## src/rtl/dsb_pkg.sv

```systemverilog
package dsb_pkg;
    typedef enum logic [1:0] {
        FS_IDLE,
        FS_DRAIN,
        FS_RELEASE,
        FS_WAIT
    } flush_state_e;
endpackage

```

## src/rtl/dsb_lookup.sv

```systemverilog
module dsb_lookup #(
    parameter int ADDR_W = 16,
    parameter int SLOTS  = 16,
    localparam int IDX_W = (SLOTS > 1) ? $clog2(SLOTS) : 1
) (
    input  logic [SLOTS-1:0]             vld,
    input  logic [SLOTS-1:0][ADDR_W-1:0] tags,
    input  logic [ADDR_W-1:0]            addr,
    output logic                         hit,
    output logic [IDX_W-1:0]             hit_idx,
    output logic                         free_ok,
    output logic [IDX_W-1:0]             free_idx
);
    logic [SLOTS-1:0] match;

    for (genvar g = 0; g < SLOTS; g++) begin : g_cmp
        assign match[g] = vld[g] && (tags[g] == addr);
    end

    always_comb begin
        hit      = 1'b0;
        hit_idx  = '0;
        free_ok  = 1'b0;
        free_idx = '0;
        for (int i = SLOTS - 1; i >= 0; i--) begin
            if (match[i]) begin
                hit     = 1'b1;
                hit_idx = IDX_W'(i);
            end
            if (!vld[i]) begin
                free_ok  = 1'b1;
                free_idx = IDX_W'(i);
            end
        end
    end
endmodule

```

## src/rtl/dsb_scan.sv

```systemverilog
module dsb_scan #(
    parameter int SLOTS  = 16,
    localparam int IDX_W = (SLOTS > 1) ? $clog2(SLOTS) : 1,
    localparam int PTR_W = $clog2(SLOTS + 1)
) (
    input  logic [SLOTS-1:0] vld,
    input  logic [PTR_W-1:0] ptr,
    output logic             found,
    output logic [IDX_W-1:0] idx
);
    logic [SLOTS-1:0] elig;

    for (genvar g = 0; g < SLOTS; g++) begin : g_elig
        assign elig[g] = vld[g] && (PTR_W'(g) >= ptr);
    end

    always_comb begin
        found = 1'b0;
        idx   = '0;
        for (int i = SLOTS - 1; i >= 0; i--) begin
            if (elig[i]) begin
                found = 1'b1;
                idx   = IDX_W'(i);
            end
        end
    end
endmodule

```

## src/rtl/deferred_store_buffer.sv

```systemverilog
module deferred_store_buffer
    import dsb_pkg::*;
#(
    parameter int ADDR_W = 16,
    parameter int DATA_W = 32,
    parameter int SLOTS  = 16
) (
    input  logic              clk,
    input  logic              rst_n,
    input  logic              st_valid,
    input  logic [ADDR_W-1:0] st_addr,
    input  logic [DATA_W-1:0] st_data,
    output logic              st_ready,
    input  logic              rel_valid,
    input  logic [ADDR_W-1:0] rel_addr,
    input  logic [DATA_W-1:0] rel_data,
    output logic              rel_ready,
    output logic              pkt_valid,
    input  logic              pkt_ready,
    output logic [ADDR_W-1:0] pkt_addr,
    output logic [DATA_W-1:0] pkt_data,
    output logic              pkt_rel,
    input  logic              net_ack,
    output logic              rel_done
);
    localparam int IDX_W = (SLOTS > 1) ? $clog2(SLOTS) : 1;
    localparam int PTR_W = $clog2(SLOTS + 1);

    typedef struct packed {
        flush_state_e                 st;
        logic [PTR_W-1:0]             ptr;
        logic [SLOTS-1:0]             vld;
        logic [SLOTS-1:0][ADDR_W-1:0] tag;
        logic [SLOTS-1:0][DATA_W-1:0] dat;
        logic [ADDR_W-1:0]            raddr;
        logic [DATA_W-1:0]            rdata;
        logic                         done;
    } regs_t;

    regs_t r_d, r_q;

    logic             hit, free_ok, scan_found;
    logic [IDX_W-1:0] hit_idx, free_idx, scan_idx;

    dsb_lookup #(.ADDR_W(ADDR_W), .SLOTS(SLOTS)) u_lookup (
        .vld      (r_q.vld),
        .tags     (r_q.tag),
        .addr     (st_addr),
        .hit      (hit),
        .hit_idx  (hit_idx),
        .free_ok  (free_ok),
        .free_idx (free_idx)
    );

    dsb_scan #(.SLOTS(SLOTS)) u_scan (
        .vld   (r_q.vld),
        .ptr   (r_q.ptr),
        .found (scan_found),
        .idx   (scan_idx)
    );

    always_comb begin
        r_d       = r_q;
        r_d.done  = 1'b0;
        st_ready  = (r_q.st == FS_IDLE) && (hit || free_ok);
        rel_ready = (r_q.st == FS_IDLE);
        pkt_valid = 1'b0;
        pkt_rel   = 1'b0;
        pkt_addr  = r_q.tag[scan_idx];
        pkt_data  = r_q.dat[scan_idx];
        unique case (r_q.st)
            FS_IDLE: begin
                if (st_valid && st_ready) begin
                    if (hit) begin
                        r_d.dat[hit_idx] = st_data;
                    end else begin
                        r_d.vld[free_idx] = 1'b1;
                        r_d.tag[free_idx] = st_addr;
                        r_d.dat[free_idx] = st_data;
                    end
                end
                if (rel_valid) begin
                    r_d.st    = FS_DRAIN;
                    r_d.ptr   = '0;
                    r_d.raddr = rel_addr;
                    r_d.rdata = rel_data;
                end
            end
            FS_DRAIN: begin
                pkt_valid = scan_found;
                if (!scan_found) begin
                    r_d.st = FS_RELEASE;
                end else if (pkt_ready) begin
                    r_d.ptr = PTR_W'(scan_idx) + PTR_W'(1);
                end
            end
            FS_RELEASE: begin
                pkt_valid = 1'b1;
                pkt_rel   = 1'b1;
                pkt_addr  = r_q.raddr;
                pkt_data  = r_q.rdata;
                if (pkt_ready) r_d.st = FS_WAIT;
            end
            FS_WAIT: begin
                if (net_ack) begin
                    r_d.vld  = '0;
                    r_d.done = 1'b1;
                    r_d.st   = FS_IDLE;
                end
            end
            default: r_d.st = FS_IDLE;
        endcase
    end

    always_ff @(posedge clk or negedge rst_n) begin
        if (!rst_n) begin
            r_q       <= '0;
            r_q.st    <= FS_IDLE;
        end else begin
            r_q <= r_d;
        end
    end

    assign rel_done = r_q.done;


    pkt_hold_chk: assert property (@(posedge clk) disable iff (!rst_n)
        pkt_valid && !pkt_ready |=> pkt_valid && $stable(pkt_addr) && $stable(pkt_data) && $stable(pkt_rel));


    rel_last_chk: assert property (@(posedge clk) disable iff (!rst_n)
        pkt_valid && pkt_ready && pkt_rel |=> !pkt_valid);


    done_pulse_chk: assert property (@(posedge clk) disable iff (!rst_n)
        rel_done |=> !rel_done);


    flush_stall_chk: assert property (@(posedge clk) disable iff (!rst_n)
        !rel_ready |-> !st_ready);


    full_stall_chk: assert property (@(posedge clk) disable iff (!rst_n)
        st_valid && !hit && (&r_q.vld) |-> !st_ready);


    done_empty_chk: assert property (@(posedge clk) disable iff (!rst_n)
        rel_done |-> r_q.vld == '0);
endmodule

```

## config.mk

```make
export PLATFORM = sky130hd
export DESIGN_NAME = deferred_store_buffer
export DESIGN_NICKNAME = d
export VERILOG_FILES = /design/src/rtl/dsb_pkg.sv /design/src/rtl/dsb_lookup.sv /design/src/rtl/dsb_scan.sv /design/src/rtl/deferred_store_buffer.sv
export SDC_FILE = /design/constraint.sdc
export NUM_CORES = 2
export LEC_CHECK = 0
export CAP_MARGIN = 10
export CORE_ASPECT_RATIO = 0.5
export CORE_MARGIN = 4
export CORE_UTILIZATION = 56
export DETAILED_ROUTE_END_ITERATION = 8
export PLACE_DENSITY_LB_ADDON = 0.12
export SYNTH_ARGS = -nofsm -noshare
export SYNTH_HDL_FRONTEND = slang
export SYNTH_SLANG_ARGS = --single-unit
```

## constraint.sdc

```tcl
create_clock -name clk -period 3.7 [get_ports clk]
set_clock_uncertainty 0.05 [all_clocks]
set_input_delay 0.555 -clock clk [delete_from_list [all_inputs] [get_ports clk]]
set_output_delay 0.555 -clock clk [all_outputs]
set_load 0.05 [all_outputs]
```

==> flow_results.org <==
** Setup path
- For the worst setup path, the data required time is 3.09 ns.
- Across all register-to-register paths, the minimum setup slack is -0.12 ns.
- For this design, the slowest cell found on the critical path is dfrtp_1.
- Slowest cell delay on critical path :: 0.44 ns
- STA classifies the critical path endpoint as a primary output.
- Critical path arrival :: 4.08 ns
- The worst register-to-register path has a depth of 18.
- Maximum fanout along the worst path :: 13
- Critical path cell sequence :: buf_6 > o22ai_2 > a221oi_2 > o21ba_2 > nor4_4 > o31ai_4 > buf_12 > clkinv_16 > buf_6 > bufbuf_16 > nand2_1 > and3_4 > a311oi_2 > a31oi_1 > a221oi_2 > buf_12
- Startpoint type of the worst setup path :: register
- Crit Path Category :: register to primary output

** Routing
- The routed layout has 35.6k vias.
- In the final routed layout, each cell accounts on average for 28.6 µm.
- Using the TritonRoute via totals, the vias-per-cell ratio works out to 6.44.
- Total DRC errors in the routed layout :: 0
- DRT Wirelength :: 158,000 µm
- Post-route ant nets :: 0
- Violation count after the first detailed-route iteration :: 3,927
- Number of detailed-route iterations in the first pass :: 6

** Timing
- Of the available clock period, the critical path in the final layout requires 1.27.
- Final setup margin :: -0.986 ns
- Setup violations remaining at the end of the flow were counted as 289.
- Slew @ Worst Pin :: 1.19 ns
- Setup repair after global routing could not meet its margin everywhere.
- Clock period minus worst slack :: 4.69 ns
- Aggregate negative setup slack :: -55.07 ns
- Headroom to the max-slew limit came out at 0.197.
- For this run, the top clock speed supported by timing is 213 MHz.
- The number of pins exceeding their max-slew limit in the final report came to 0.
- The final count of hold timing violations was 0.

** Synth
- Share of synthesized registers carrying an async set or reset :: 1.00
- Sequential fraction of the synthesis area :: 0.471
- Average cell area after synthesis :: 11.6 µm²
- In the synthesized netlist, the number of instances is 3,834.
- Post-synthesis register bit count :: 840
- Proportion of netlist area held by the largest area contributor :: 0.471
- Yosys mapped a number of flops with a built-in enable equal to 0.
- Synthesis produced a netlist with a net count of 3,941.
- Cell types with the largest area share after synthesis :: dfrtp_1, mux2_2, nand2_1
- Distinct cells, synth :: 83
- dfrtp_1 takes more of the synthesized area than any other cell.
- During synthesis, Yosys emitted a total of 0 warnings.
- Combined area of all synthesized cells :: 44,600 µm²
- Among all flip-flop cells after synthesis, the most frequent one is dfrtp_1.

** CTS
- Number of buffers created by CTS :: 77
- TritonCTS built the clock tree.
- After clock tree synthesis, the clock-pin slew on the worst setup and hold paths is 0.07 ns.
- For the worst-skew pair, the clock arrives at the later sink with an insertion delay of 0.68 ns.
- The cell sitting at the root of the clock tree is a clkbuf_16.
- In this run the deepest clock path goes through 3 buffers.
- H-tree depth :: 3
- Clock tree synthesis found a total of 840 sinks.

** Finish
- Most common library cell in the layout ignoring fill and taps :: dfrtp_1
- The multi-input combinational cells in the finished layout cover a total of 24,900 µm².
- In the final design database the tool counted 4,540 nets.
- In the final layout, the share of cells above drive strength 1 is 0.463.
- Synth-to-layout area growth :: 34.8%
- Across the whole layout, storage elements account for 21,000 µm².
- At the end of the flow the core is filled with cells to 0.770.
- In the layout the commonest cells are dfrtp_1, mux2_2, nand2_1.
- Count of fill cells added during filler insertion :: 4,857

** Floorplan
- Number of primary I/O pins :: 155
- Core Footprint :: 78,100 µm²
- Chip Height :: 208 µm
- In this run the core area contains 72 standard-cell rows.
- Effective utilization at floorplan :: 0.572
- Horizontal die dimension :: 407 µm
- The die covers 84,600 µm².

** Power
- Power density of the placed cells :: 671 nW/µm²
- Leakage power summed over all cells :: 27.4 nW
- Of the total power, combinational logic draws 0.508.
- Summed over all nets, the switching power comes to 15.3 mW.
- Internal portion of total power :: 25.0 mW
- Clk pwr share :: 0.215
- Of the total power, the share spent switching nets is 0.380.
- The worst-case IR drop observed on VDD is 0.672 mV.
- Portion of total power attributed to sequential cells :: 0.277

** GRT
- The initial antenna violation count was 2.
- GRT Residual Overflow :: 0
- Global route hottest layer :: met2
- The via count of the first global-routing pass was 35.1k.
- In the global route stage, met3 resource usage came out at 0.0530.
- Across every metal layer, demand over resource in global routing totals 0.343.
- For this run, global-route usage on met1 was measured as 0.479.
- For this run, global-route usage on met2 was measured as 0.544.
- Largest net degree at the start of global routing :: 112
- First-pass GRT wire length :: 223,000 µm

** Min path
- The min-delay analysis places its worst path in the category primary input to async pin.

** Place
- The congestion estimate from routability-driven global placement came to 0.957.
- In this run the tool buffered the top-level ports with 154 buffer cells.
- Post-DP HPWL :: 96,300 µm

** Outcome
- The run finished, with violations left.
- The checks that failed: setup timing.

** Flow run
- Max-capacitance violation count :: 0
metrics by stage:
step                cells  cell area, µm²  hold slack [ns]  total power, mW  worst slack [ns]
global route         5533           60200            0.387             41.7             -1.11
floorplan            3834           45400            0.209             20.7            -0.176
global placement     5237           52400            0.412             27.9             -1.06
CTS                  5459           57700            0.358             39.0            -0.938
finish               5533           60200            0.359             40.4            -0.986
detailed placement   5237           52400            0.425             28.1             -1.00
power groups by stage:
| stage | clock, mW | combinational [mW] | sequential (mW) |
|---|---|---|---|
| floorplan | 0 | 9.62 | 11.0 |
| global placement | 0 | 16.7 | 11.2 |
| detailed placement | 0 | 16.8 | 11.3 |
| CTS | 8.72 | 19.1 | 11.1 |
| global route | 9.12 | 21.2 | 11.3 |
| finish | 8.69 | 20.5 | 11.2 |
logic make-up (layout without fill, tap and decap cells):
group,count (synthesis),after routing,synth area share
AND/OR/NAND/NOR,1118,1118,0.123
multiplexers,914,914,0.255
adder cells (fa/ha/maj),5,5,0.00140
other,0,1,0
buffers and inverters,374,1036,0.0442
flip-flops,840,840,0.471
XOR/XNOR,258,258,0.0506
AO/OA/AOI/OAI,325,325,0.0544
final cells by class:
cell class                 count  share of cell area
multi-input combinational   2620               0.413
sequential                   840               0.350
timing repair buffer         842               0.167
clock buffer                 100              0.0353
tap                         1036              0.0216
clock inverter                42             0.00928
inverter                      49             0.00360
timing repair inverter         3            0.000562
antenna                        1           0.0000416
cell usage after synthesis, types with 8 or more instances:
cell,instances
nor3_1,20
buf_4,39
buf_6,44
o21ai_0,21
buf_2,43
clkbuf_1,174
mux2i_1,58
nor2b_1,12
nand3_1,185
or2_2,11
mux4_2,65
o22ai_1,8
dfrtp_1,840
a21oi_1,22
inv_1,48
o211ai_1,9
xnor2_1,182
nand4_1,58
a311oi_1,48
nor3b_1,8
nor2_1,102
xor2_1,76
a221oi_1,48
and3_1,75
nand2b_1,13
a31oi_1,106
nand2_1,519
mux2_4,120
mux2_1,44
buf_1,22
nor4_1,29
mux2_2,627
and4_1,14
worst max-delay path: cells and delay by family (launching register included):
family          cells  cell delay [ns]
compound gates      7             1.35
flops               1             0.44
buf+inv             6             1.05
simple gates        3             0.56
worst paths after layout:
kind                        startpoint          end
max                           r_q[833]  pkt_data[6]
min                              rst_n    async pin
max reg2reg                   register     register
min reg2reg                   register     register
max in group asynchronous        rst_n    async pin
min in group clk           rel_data[7]       r_q[8]
timing repair:
action,4_1_cts,5_1_grt
setup endpoints to repair,712,694
hold endpoints to repair,54,0
pin swaps,110,80
gates resized for setup,320,316
cloned,24,28
hold buffers,1,0
setup buffers,59,54
layer usage:
layer,share of wire,up-vias,wire length [µm]
li1,-,14900,-
met1,0.41,18400,64600
met2,0.46,1801,73200
met3,0.080,452,12700
met4,0.049,0,7810
met5,0,-,0
(Power assumes the default switching activity.)
